**config.mk**
```make
export PLATFORM = sky130hd
export DESIGN_NAME = nand_init_top
export DESIGN_NICKNAME = d
export VERILOG_FILES = /design/src/rtl/nand_init_pkg.sv /design/src/rtl/nand_init_ctrl.sv /design/src/rtl/nand_init_dp.sv /design/src/rtl/nand_init_top.sv
export SDC_FILE = /design/constraint.sdc
export NUM_CORES = 1
export LEC_CHECK = 0
export ABC_AREA = 1
export BUFFER_PORTS_ARGS = -buffer_cell sky130_fd_sc_hd__buf_2
export CAP_MARGIN = 5
export CELL_PAD_IN_SITES_DETAIL_PLACEMENT = 1
export CELL_PAD_IN_SITES_GLOBAL_PLACEMENT = 1
export CORE_MARGIN = 8
export CORE_UTILIZATION = 45
export DETAILED_ROUTE_END_ITERATION = 12
export GPL_ROUTABILITY_DRIVEN = 0
export MAX_ROUTING_LAYER = met4
export PLACE_DENSITY = 0.95
export SETUP_SLACK_MARGIN = 0.3
export SLEW_MARGIN = 30
export SYNTH_ARGS = -nofsm -noshare
export SYNTH_HDL_FRONTEND = slang
export SYNTH_SLANG_ARGS = --single-unit
```
**constraint.sdc**
```tcl
create_clock -name clk -period 3.85 [get_ports clk]
set_input_delay 0.5775 -clock clk [delete_from_list [all_inputs] [get_ports clk]]
set_output_delay 0.5775 -clock clk [all_outputs]
set_load 0.02 [all_outputs]
```
**src/rtl/nand_init_pkg.sv**
```systemverilog
package nand_init_pkg;

  localparam int PAGE_W  = 14;
  localparam int SPARE_W = 9;
  localparam int BLOCK_W = 20;
  localparam int PPB_W   = 10;
  localparam int SHIFT_W = 5;

  localparam logic [7:0] CMD_RESET  = 8'hFF;
  localparam logic [7:0] CMD_STATUS = 8'h70;
  localparam logic [7:0] CMD_READID = 8'h90;
  localparam logic [7:0] ID_ADDR    = 8'h00;

  typedef enum logic [1:0] {
    OP_CMD  = 2'd0,
    OP_ADDR = 2'd1,
    OP_READ = 2'd2
  } busOp_e;

  typedef enum logic [1:0] {
    RES_OK       = 2'd0,
    RES_TIMEOUT  = 2'd1,
    RES_NOTFOUND = 2'd2,
    RES_GEOM     = 2'd3
  } result_e;

  typedef struct packed {
    logic    opGo;
    busOp_e  opKind;
    logic [7:0] opByte;
    logic    capStatus;
    logic    capId;
    logic [2:0] idIdx;
    logic    clrResult;
    logic    finish;
    result_e finishCode;
  } ctrlStrb_t;

  typedef struct packed {
    logic [7:0] mfr;
    logic [7:0] dev;
    logic [SHIFT_W-1:0] blkShift;
    logic [SHIFT_W-1:0] pgShift;
  } partEntry_t;

  localparam int NUM_PARTS = 1;
  localparam partEntry_t PART_TABLE [NUM_PARTS] = '{
    '{mfr: 8'h2C, dev: 8'hBA, blkShift: 5'd17, pgShift: 5'd11}
  };

endpackage

```
**src/rtl/nand_init_ctrl.sv**
```systemverilog
module nand_init_ctrl
  import nand_init_pkg::*;
#(
  parameter int RESET_WAIT = 100000,
  parameter int POLL_WAIT  = 5000,
  parameter int POLL_LIMIT = 20000
) (
  input  logic      clk,
  input  logic      rstN,
  input  logic      start,
  input  logic      extVerify,
  input  logic      opDone,
  input  logic      statusReady,
  input  logic      idMatch,
  input  logic      geomOk,
  output ctrlStrb_t strb
);

  localparam int WAIT_MAX = (RESET_WAIT > POLL_WAIT) ? RESET_WAIT : POLL_WAIT;
  localparam int WAIT_W   = $clog2(WAIT_MAX + 1);
  localparam int POLL_W   = $clog2(POLL_LIMIT + 1);

  typedef enum logic [3:0] {
    S_IDLE, S_RST_CMD, S_RST_WAIT, S_STAT_CMD, S_STAT_RD, S_STAT_CHK,
    S_POLL_WAIT, S_ID_CMD, S_ID_ADDR, S_ID_RD, S_EVAL
  } state_e;

  state_e state;
  logic [WAIT_W-1:0] waitCnt;
  logic [POLL_W-1:0] pollCnt;
  logic [2:0] idCnt;

  always_ff @(posedge clk or negedge rstN) begin
    if (!rstN) begin
      state   <= S_IDLE;
      waitCnt <= '0;
      pollCnt <= '0;
      idCnt   <= '0;
    end else begin
      case (state)
        S_IDLE: if (start) state <= S_RST_CMD;
        S_RST_CMD: if (opDone) begin
          waitCnt <= WAIT_W'(RESET_WAIT - 1);
          pollCnt <= '0;
          state   <= S_RST_WAIT;
        end
        S_RST_WAIT: begin
          if (waitCnt == '0) state <= S_STAT_CMD;
          else waitCnt <= waitCnt - 1'b1;
        end
        S_STAT_CMD: if (opDone) state <= S_STAT_RD;
        S_STAT_RD:  if (opDone) state <= S_STAT_CHK;
        S_STAT_CHK: begin
          if (statusReady) state <= S_ID_CMD;
          else if (extVerify) begin
            if (pollCnt == POLL_W'(POLL_LIMIT)) state <= S_IDLE;
            else begin
              pollCnt <= pollCnt + 1'b1;
              waitCnt <= WAIT_W'(POLL_WAIT - 1);
              state   <= S_POLL_WAIT;
            end
          end else state <= S_STAT_CMD;
        end
        S_POLL_WAIT: begin
          if (waitCnt == '0) state <= S_STAT_CMD;
          else waitCnt <= waitCnt - 1'b1;
        end
        S_ID_CMD: if (opDone) state <= S_ID_ADDR;
        S_ID_ADDR: if (opDone) begin
          idCnt <= '0;
          state <= S_ID_RD;
        end
        S_ID_RD: if (opDone) begin
          if (idCnt == 3'd4) state <= S_EVAL;
          else idCnt <= idCnt + 1'b1;
        end
        S_EVAL: state <= S_IDLE;
        default: state <= S_IDLE;
      endcase
    end
  end

  always_comb begin
    strb = '0;
    strb.opKind = OP_CMD;
    strb.finishCode = RES_OK;
    strb.idIdx = idCnt;
    case (state)
      S_IDLE: strb.clrResult = start;
      S_RST_CMD: begin
        strb.opGo = 1'b1; strb.opByte = CMD_RESET;
      end
      S_STAT_CMD: begin
        strb.opGo = 1'b1; strb.opByte = CMD_STATUS;
      end
      S_STAT_RD: begin
        strb.opGo = 1'b1; strb.opKind = OP_READ; strb.capStatus = opDone;
      end
      S_STAT_CHK: begin
        if (!statusReady && extVerify && pollCnt == POLL_W'(POLL_LIMIT)) begin
          strb.finish = 1'b1; strb.finishCode = RES_TIMEOUT;
        end
      end
      S_ID_CMD: begin
        strb.opGo = 1'b1; strb.opByte = CMD_READID;
      end
      S_ID_ADDR: begin
        strb.opGo = 1'b1; strb.opKind = OP_ADDR; strb.opByte = ID_ADDR;
      end
      S_ID_RD: begin
        strb.opGo = 1'b1; strb.opKind = OP_READ; strb.capId = opDone;
      end
      S_EVAL: begin
        strb.finish = 1'b1;
        strb.finishCode = !idMatch ? RES_NOTFOUND : (!geomOk ? RES_GEOM : RES_OK);
      end
      default: ;
    endcase
  end

  // the poll counter never passes its bound
  a_r5_poll_bound: assert property (@(posedge clk) disable iff (!rstN)
    pollCnt <= POLL_W'(POLL_LIMIT));

  // a timeout result is only reachable in extended-verify mode
  a_r5_timeout_needs_ext: assert property (@(posedge clk) disable iff (!rstN)
    (strb.finish && strb.finishCode == RES_TIMEOUT) |-> extVerify);

  // identification reads follow the address cycle
  a_r6_id_order: assert property (@(posedge clk) disable iff (!rstN)
    (state == S_ID_RD && $past(state) != S_ID_RD) |-> $past(state) == S_ID_ADDR);

endmodule

```
**src/rtl/nand_init_dp.sv**
```systemverilog
module nand_init_dp
  import nand_init_pkg::*;
#(
  parameter int STROBE_CYCLES = 4
) (
  input  logic clk,
  input  logic rstN,
  input  ctrlStrb_t strb,
  output logic opDone,
  output logic statusReady,
  output logic idMatch,
  output logic geomOk,
  output logic nandCle,
  output logic nandAle,
  output logic nandWeN,
  output logic nandReN,
  output logic [7:0] nandDout,
  output logic nandDoutEn,
  input  logic [7:0] nandDin,
  output logic done,
  output logic [1:0] errCode,
  output logic [PAGE_W-1:0]  pageBytes,
  output logic [SPARE_W-1:0] spareBytes,
  output logic [BLOCK_W-1:0] blockBytes,
  output logic [PPB_W-1:0]   pagesPerBlock,
  output logic busWide,
  output logic [SHIFT_W-1:0] blockShift,
  output logic [SHIFT_W-1:0] pageShift
);

  localparam int CNT_W = (STROBE_CYCLES > 2) ? $clog2(STROBE_CYCLES) : 1;
  localparam logic [CNT_W-1:0] LAST   = CNT_W'(STROBE_CYCLES - 1);
  localparam logic [CNT_W-1:0] SAMPLE = CNT_W'(STROBE_CYCLES - 2);

  // bus operation engine
  logic busy;
  logic [CNT_W-1:0] cnt;
  busOp_e kind;
  logic [7:0] outByte;
  logic [7:0] rdByte;

  always_ff @(posedge clk or negedge rstN) begin
    if (!rstN) begin
      busy <= 1'b0; cnt <= '0; kind <= OP_CMD; outByte <= '0; rdByte <= '0;
    end else begin
      if (!busy && strb.opGo) begin
        busy <= 1'b1; cnt <= '0; kind <= strb.opKind; outByte <= strb.opByte;
      end else if (busy) begin
        if (kind == OP_READ && cnt == SAMPLE) rdByte <= nandDin;
        if (cnt == LAST) busy <= 1'b0;
        else cnt <= cnt + 1'b1;
      end
    end
  end

  assign opDone     = busy && cnt == LAST;
  assign nandCle    = busy && kind == OP_CMD;
  assign nandAle    = busy && kind == OP_ADDR;
  assign nandDoutEn = busy && kind != OP_READ;
  assign nandDout   = outByte;
  assign nandWeN    = !(busy && kind != OP_READ && cnt != LAST);
  assign nandReN    = !(busy && kind == OP_READ && cnt != LAST);

  // captured status and identification bytes
  logic [7:0] idMfr, idDev;
  logic [6:0] idGeo;

  always_ff @(posedge clk or negedge rstN) begin
    if (!rstN) begin
      statusReady <= 1'b0; idMfr <= '0; idDev <= '0; idGeo <= '0;
    end else begin
      if (strb.clrResult) statusReady <= 1'b0;
      else if (strb.capStatus) statusReady <= rdByte[5] & rdByte[6];
      if (strb.capId) begin
        case (strb.idIdx)
          3'd0: idMfr <= rdByte;
          3'd1: idDev <= rdByte;
          3'd3: idGeo <= rdByte[6:0];
          default: ;
        endcase
      end
    end
  end

  // part table lookup, lowest index wins
  logic [NUM_PARTS-1:0] hitVec;
  logic [SHIFT_W-1:0] hitBlk, hitPg;

  for (genvar g = 0; g < NUM_PARTS; g++) begin : g_part
    assign hitVec[g] = (idMfr == PART_TABLE[g].mfr) && (idDev == PART_TABLE[g].dev);
  end

  always_comb begin
    hitBlk = '0;
    hitPg  = '0;
    for (int k = NUM_PARTS - 1; k >= 0; k--) begin
      if (hitVec[k]) begin
        hitBlk = PART_TABLE[k].blkShift;
        hitPg  = PART_TABLE[k].pgShift;
      end
    end
  end

  assign idMatch = |hitVec;

  // geometry decode of the fourth identification byte
  logic [1:0] pgCode, blkCode;
  logic spareBit;
  logic [PAGE_W-1:0]  decPage;
  logic [SPARE_W-1:0] decSpare;
  logic [BLOCK_W-1:0] decBlock;
  logic [PPB_W-1:0]   decPpb;

  always_comb begin
    pgCode   = idGeo[1:0];
    spareBit = idGeo[2];
    blkCode  = idGeo[5:4];
    decPage  = PAGE_W'(1024) << pgCode;
    decSpare = SPARE_W'(16) << ({1'b0, pgCode} + {2'b00, spareBit});
    decBlock = BLOCK_W'(65536) << blkCode;
    decPpb   = (PPB_W'(64) << blkCode) >> pgCode;
  end

  assign geomOk = (pgCode == 2'd1) && spareBit && (blkCode == 2'd1);

  // result registers
  always_ff @(posedge clk or negedge rstN) begin
    if (!rstN) begin
      done <= 1'b0; errCode <= '0;
      pageBytes <= '0; spareBytes <= '0; blockBytes <= '0; pagesPerBlock <= '0;
      busWide <= 1'b0; blockShift <= '0; pageShift <= '0;
    end else if (strb.clrResult) begin
      done <= 1'b0; errCode <= '0;
      pageBytes <= '0; spareBytes <= '0; blockBytes <= '0; pagesPerBlock <= '0;
      busWide <= 1'b0; blockShift <= '0; pageShift <= '0;
    end else if (strb.finish) begin
      done <= 1'b1;
      errCode <= strb.finishCode;
      if (idMatch && strb.finishCode != RES_TIMEOUT) begin
        pageBytes <= decPage; spareBytes <= decSpare; blockBytes <= decBlock;
        pagesPerBlock <= decPpb; busWide <= idGeo[6];
        blockShift <= hitBlk; pageShift <= hitPg;
      end
    end
  end

  // read and write strobes never overlap
  a_r2_strobe_excl: assert property (@(posedge clk) disable iff (!rstN)
    !(!nandWeN && !nandReN));

  // latch enables only accompany driven write data
  a_r2_latch_write: assert property (@(posedge clk) disable iff (!rstN)
    (nandCle || nandAle) |-> nandDoutEn);

  // a finished result holds until a start clears it
  a_r11_hold: assert property (@(posedge clk) disable iff (!rstN)
    (done && !strb.clrResult) |=> (done && $stable(errCode) && $stable(pageBytes)));

  // start clears the result on the next clock
  a_r11_clear: assert property (@(posedge clk) disable iff (!rstN)
    strb.clrResult |=> !done);

  // an unmatched part leaves the geometry empty
  a_r7_zero_geom: assert property (@(posedge clk) disable iff (!rstN)
    (done && errCode == RES_NOTFOUND) |-> (pageBytes == '0 && blockShift == '0));

endmodule

```
**src/rtl/nand_init_top.sv**
```systemverilog
module nand_init_top
  import nand_init_pkg::*;
#(
  parameter int CLK_HZ        = 100000000,
  parameter int STROBE_CYCLES = 4,
  parameter int POLL_LIMIT    = 20000
) (
  input  logic clk,
  input  logic rstN,
  input  logic start,
  input  logic extVerify,
  output logic nandCle,
  output logic nandAle,
  output logic nandWeN,
  output logic nandReN,
  output logic [7:0] nandDout,
  output logic nandDoutEn,
  input  logic [7:0] nandDin,
  output logic done,
  output logic [1:0] errCode,
  output logic [13:0] pageBytes,
  output logic [8:0] spareBytes,
  output logic [19:0] blockBytes,
  output logic [9:0] pagesPerBlock,
  output logic busWide,
  output logic [4:0] blockShift,
  output logic [4:0] pageShift
);

  localparam int RESET_WAIT = (CLK_HZ / 1000 > 0) ? CLK_HZ / 1000 : 1;
  localparam int POLL_WAIT  = (CLK_HZ / 20000 > 0) ? CLK_HZ / 20000 : 1;

  ctrlStrb_t strb;
  logic opDone, statusReady, idMatch, geomOk;

  nand_init_ctrl #(
    .RESET_WAIT(RESET_WAIT),
    .POLL_WAIT (POLL_WAIT),
    .POLL_LIMIT(POLL_LIMIT)
  ) ctrl_i (
    .clk(clk), .rstN(rstN), .start(start), .extVerify(extVerify),
    .opDone(opDone), .statusReady(statusReady), .idMatch(idMatch),
    .geomOk(geomOk), .strb(strb)
  );

  nand_init_dp #(
    .STROBE_CYCLES(STROBE_CYCLES)
  ) dp_i (
    .clk(clk), .rstN(rstN), .strb(strb),
    .opDone(opDone), .statusReady(statusReady), .idMatch(idMatch), .geomOk(geomOk),
    .nandCle(nandCle), .nandAle(nandAle), .nandWeN(nandWeN), .nandReN(nandReN),
    .nandDout(nandDout), .nandDoutEn(nandDoutEn), .nandDin(nandDin),
    .done(done), .errCode(errCode), .pageBytes(pageBytes), .spareBytes(spareBytes),
    .blockBytes(blockBytes), .pagesPerBlock(pagesPerBlock), .busWide(busWide),
    .blockShift(blockShift), .pageShift(pageShift)
  );

endmodule

```
After elaboration in Yosys (flattened, before gate mapping)
Cells that the tools add are included.

Bits in registers: 151. Output and inout bits: 80. Logic and storage cells: 190.

$add $sub $neg: 5. Equal/unequal tests: 40. Shift-type cells: 5. Multiplexer cells: 73. Bitwise logic cells: 2. Reductions and logical operators: 43.

Operators with widths (number): $mux W17 (5); $mux W15 (4); $mux W20 (3); $pmux W17 S3 (1); $mux W4 (11); $mux W14 (3); $pmux W4 S9 (1); $mux W5 (7); $mux W10 (3); $pmux W15 S2 (1); $mux W9 (3); $pmux W8 S3 (1); $ne A2 B1 Y1 const B (10); $shl A17 B2 Y20 const A (1); $mux W3 (6); $logic_not A17 Y1 (1); $sub A17 B1 Y17 const B (1); $eq A4 B3 Y1 const B (4); $ne A2 B2 Y1 const B (8); $add A15 B1 Y15 const B (1); $eq A15 B15 Y1 const B (1); $logic_and A1 B1 Y1 (15); $mux W1 (14); $mux W2 (7); 35 further kinds (56).

Depth between registers and ports, before layout
Word-level depth: 11. Mapped depth: 12. Depth with buffers taken out: 11.

Cells and area by module
Synthesis repeated with hierarchy kept, for this count alone.

Cell total of the unflattened synthesis: 890. Area, all modules: 6472.5 um^2.

By module, submodules not included: nand_init_dp (times used 1, cells each 400, area an instance 3453.3 um^2, sequential area each 1726.7 um^2); nand_init_ctrl (times used 1, cells each 490, area an instance 3019.1 um^2, sequential area each 975.9 um^2).

Worst setup path before layout
No wires, ideal clock.

Kind: register to register. From: reg ctrl_i.pollCnt[0]. To: reg dp_i.pageShift[1]. Setup time: 118 ps. Arrival: 1568 ps. Data required time: 3732 ps. Slack: 2164 ps. Stages on the path, launching flop included: 13. Path buffers: 1. Period minus slack after synthesis: 1686 ps. Cells stage by stage: dfrtp_1 -> inv_1 -> ha_1 -> nand2_1 -> nor2_1 -> nand2_1 -> nor2_1 -> nand3_1 -> nand3_1 -> nand2_1 -> buf_2 -> nand2_1 -> nand2_1.

Cells in the longest elaborated chain, start to end: 8. Elaborated cells on any way between the ends: 9. Classes of those cells: eq/ne (2); mux (2); reduce/logical (5).

RTL lines: from (decl) (RTL line nand_init_ctrl.sv:30) `logic [POLL_W-1:0] pollCnt;`; from (signal assigned) (RTL line nand_init_ctrl.sv:58) `pollCnt <= pollCnt + 1'b1;`; $eq A15 B15 Y1 (*) (RTL line nand_init_ctrl.sv:100) `if (!statusReady && extVerify && pollCnt == POLL_W'(POLL_LIMIT)) begin`; $logic_and A1 B1 Y1 (*) (RTL line nand_init_ctrl.sv:100); $mux W3 (*) (RTL line nand_init_ctrl.sv:100); $pmux W3 S2 (*) (RTL line nand_init_ctrl.sv:88) `case (state)`; $ne A2 B1 Y1 (RTL line nand_init_dp.sv:139) `if (idMatch && strb.finishCode != RES_TIMEOUT) begin`; $logic_and A1 B1 Y1 (RTL line nand_init_dp.sv:139); $reduce_bool A2 Y1 (no source line); $reduce_and A2 Y1 (no source line) (*); to (signal assigned) (RTL line nand_init_dp.sv:142) `blockShift <= hitBlk; pageShift <= hitPg;`; to (decl) (RTL line nand_init_dp.sv:28) `output logic [SHIFT_W-1:0] pageShift`.

Every way passes the cells marked *; elsewhere a longest branch is shown, timed or not. A chain may end at the register's enable or synchronous reset.

Final worst setup path
From: reg ctrl_i.state[3]. To: reg dp_i.pagesPerBlock[4].

Cells in the longest elaborated chain, start to end: 6. Elaborated cells on any way between the ends: 11. Classes of those cells: eq/ne (3); mux (3); reduce/logical (5).

RTL lines: from (decl) (RTL line nand_init_ctrl.sv:28) `state_e state;`; from (signal assigned) (RTL line nand_init_ctrl.sv:35) `state <= S_IDLE;`; from (signal assigned) (RTL line nand_init_ctrl.sv:41) `S_IDLE: if (start) state <= S_RST_CMD;`; from (signal assigned) (RTL line nand_init_ctrl.sv:45) `state <= S_RST_WAIT;`; $eq A4 B4 Y1 / $eq A4 B3 Y1 (equally long branches) (RTL line nand_init_ctrl.sv:88); $pmux W3 S2 (RTL line nand_init_ctrl.sv:88); $ne A2 B1 Y1 (RTL line nand_init_dp.sv:139); $logic_and A1 B1 Y1 (RTL line nand_init_dp.sv:139); $reduce_bool A2 Y1 (no source line); $reduce_and A2 Y1 (no source line); to (signal assigned) (RTL line nand_init_dp.sv:141) `pagesPerBlock <= decPpb; busWide <= idGeo[6];`; to (decl) (RTL line nand_init_dp.sv:25) `output logic [PPB_W-1:0] pagesPerBlock,`.

Parallel ways exist; a longest one is shown, timed or not.

==> qor.yml <==
critical_path:
  arrival_ns: 2.69
  max_stage_delay_ns: 0.45
  crit_slowest_cell: "nand2_1"
  regToRegEndpoint: "dp_i.pagesPerBlock[4]$_DFFE_PN0P_"
  reg2reg_slack_ns: 1.40
  rr_startpoint: "ctrl_i.state[3]$_DFFE_PN0P_"
  path_depth: 7
  cp_max_fo: 23
  ff2ff_path_depth: 7
  worstPathCellList: "nor2_1 -> nand3_1 -> nand2_1 -> buf_4 -> nand2_1 -> nand2_1 -> nand2_1"
  crit_type: "flip-flop to flip-flop"
  cp-start-kind: "flip-flop"
  critPathBufInv: 1
  cp-end-kind: "flip-flop"
  cp_common_cell: "nand2_1"
  cp.required_ns: 4.09
  cp_top_family: "simple AND/OR/NAND/NOR gates"
die:
  initial_core_util_pct: 45.4
  dieHeight_um: 131
  die_w_um: 131
  core_area_um2: 13100
  rows: 42
  pin_count: 92
  dieArea_um2: 17100
clock_network:
  cts.repair.resized: 0
  clock_sinks: 104
  cts_hold_buf: 0
  cts.clk_slew.worst_paths_ns: 0.07
  cts_max_level: 3
  postCtsSetupRepairBufs: 0
  cts-root-buf: "clkbuf_16"
  clk_path_buf_depth: 2
  cts_tree: "built"
  worstSkewPairLatency_ns: 0.36
  cts_made_buffers: 9
job:
  max_cap_viol_count: 0
sta:
  drv_slew: 0
  worst_pin_slew_ns: 0.698
  finalCriticalPeriod_ns: 2.45
  hold_viol_final: 0
  fin_crit_sh_pct: 63.6
  finalClockSkew_ns: 0.00946
  fin_setup_tns_ns: 0
  setup_violations: 0
  fin_ws_ns: 1.40
  rsz0062_at_grt: "false"
  slew_headroom_pct: 53.2
  fmax_mhz: 409
drt:
  drtPass1Iterations: 4
  wl_per_cell_um: 15.1
  met2WireLength_um: 7370
  viasPerCell: 5.01
  dr_wl_met3_um: 610
  vias: 5132
  top_layer: "met4"
  ant_nets: 0
  drt-initial-drc-count: 305
  drc: 0
  wl_um: 15500
  routedLengthMet1_um: 7230
synth:
  ys_seq_area_share_pct: 43.8
  synth.distinct_cells: 31
  synth_mux_area_share_pct: 0
  synth_simple_gate_area_share_pct: 30.0
  synth_area_um2: 5940
  synth_compound_gate_area_share_pct: 8.34
  synthXorXnorAreaFrac_pct: 2.50
  ys_warn_count: 0
  synth_area_per_cell_um2: 7.40
  synthCells: 803
  synth_top_family_by_area: "simple AND/OR/NAND/NOR gates"
  ys_seq_elements: 104
  yosys.area_share.adder_pct: 2.53
place:
  dpl.hpwl_um: 11400
  placement.setup.worst_slack_ns: 1.44
  portBuffers: 53
  place_area_um2: 6170
global_routing:
  grt_usage_pct: 19.7
  grt_pass1_wl_um: 26200
  first_global_vias: 5503
  grt_start_max_net_pins: 41
  grt_overflow: 0
  antenna_found_initial: 0
pwr:
  peakVddDrop_uv: 349
  p_total_mw: 4.02
  p_leak_nw: 3.34
  power.density_nw_per_um2: 624
cells_and_area:
  fin_nets: 867
  register_area_um2: 2600
  layout.cells.most_common_list: "nand2_1, dfrtp_1, nor2_1"
  drive_above_1_share_pct: 10.6
  area_growth_pct: 8.44
  num_antenna_cells: 0
  multi_input_comb_area_um2: 2730
  layout_commonest_cell: "nand2_1"
  post-route-cell-area_um2: 6450
  fillers: 1709
min_path:
  hold_path.class: "primary input to asynchronous set/reset pin"
run_status:
  outcome: "finished, final reports clean"
[cell type report]
class / count / share of cell area, %
clock buffer: 10 / 3.55
clock inverter: 6 / 0.796
sequential: 104 / 40.4
inverter: 85 / 4.95
multi-input combinational: 586 / 42.3
tap: 176 / 3.42
timing repair buffer: 57 / 4.62
[flip-flops by register name (all words and copies together) (netlist names), 3 cells and up]
| name | count |
|---|---|
| ctrl_i.idCnt | 3 |
| ctrl_i.pollCnt | 15 |
| ctrl_i.state | 4 |
| ctrl_i.waitCnt | 17 |
| dp_i.blockBytes | 4 |
| dp_i.idDev | 8 |
| dp_i.idGeo | 6 |
| dp_i.idMfr | 8 |
| dp_i.nandDout | 4 |
| dp_i.pageBytes | 4 |
| dp_i.pagesPerBlock | 7 |
| dp_i.rdByte | 8 |
| dp_i.spareBytes | 5 |
[per-stage QoR]
| stage | utilization, % | cells | hold slack (ns) |
|---|---|---|---|
| 2_1_floorplan | - | 840 | 0.282 |
| 5_1_grt | 49.3 | 1024 | 0.227 |
| 6_report | 49.3 | 1024 | 0.189 |
| 3_3_place_gp | 47.1 | 1008 | 0.451 |
| 4_1_cts | 49.3 | 1024 | 0.199 |
| 3_5_place_dp | 47.1 | 1008 | 0.453 |
[report_power, final]
part | switching, mW | internal (mW)
registers | 0.181 | 1.32
clock network | 0.445 | 0.449
logic | 1.19 | 0.442
total | 1.81 | 2.21
[how the worst max path moves through the flow]
stage	from	end	slack [ns]
2_1_floorplan	ctrl_i.pollCnt[0]$_DFFE_PN0P_	dp_i.pageShift[1]$_DFFE_PN0P_	2.16
3_3_place_gp	ctrl_i.pollCnt[0]$_DFFE_PN0P_	dp_i.pageBytes[11]$_DFFE_PN0P_	1.54
3_5_place_dp	ctrl_i.state[3]$_DFFE_PN0P_	dp_i.pagesPerBlock[4]$_DFFE_PN0P_	1.44
4_1_cts	ctrl_i.state[3]$_DFFE_PN0P_	dp_i.busWide$_DFFE_PN0P_	1.41
5_1_grt	ctrl_i.state[3]$_DFFE_PN0P_	dp_i.spareBytes[6]$_DFFE_PN0P_	1.14
6_report	ctrl_i.state[3]$_DFFE_PN0P_	dp_i.pagesPerBlock[4]$_DFFE_PN0P_	1.40
[cell usage after synthesis]
cell type,n,area share [%]
o2111ai_1,1,0.15
nand3b_1,2,0.25
clkbuf_1,10,0.63
nand4_1,12,1.3
nor2_4,4,0.76
ha_1,12,2.5
nand3_1,65,5.5
buf_6,2,0.38
o21ai_1,8,0.67
nand2_2,4,0.42
xnor2_1,3,0.44
o31ai_1,1,0.13
inv_1,81,5.1
buf_4,46,5.8
o211ai_1,1,0.13
xor2_1,14,2.1
o22ai_1,1,0.11
inv_2,4,0.25
a211oi_1,3,0.38
nor2_2,2,0.21
o21ai_0,60,5.1
a21boi_0,1,0.13
dfrtp_1,104,44
conb_1,1,0.063
nand2_1,222,14
a21oi_1,19,1.6
nand3_2,2,0.34
nor3_1,11,0.93
buf_2,7,0.59
nor2_1,99,6.3
or2_2,1,0.11
[per-layer routing]
metal | vias to the layer above | track usage (%)
met5 | - | -
met4 | 0 | 6.89
met3 | 17 | 3.73
met2 | 97 | 32.5
met1 | 2481 | 23.9
li1 | 2537 | -
[cell families (layout without fill, tap and decap cells)]
group	count (synthesis)	in the layout
xor+xnor	17	17
other cells	1	38
fa+ha+maj	12	12
buf+inv	150	158
flops	104	104
compound gates	95	95
simple gates	424	424
(Power assumes the default switching activity.)
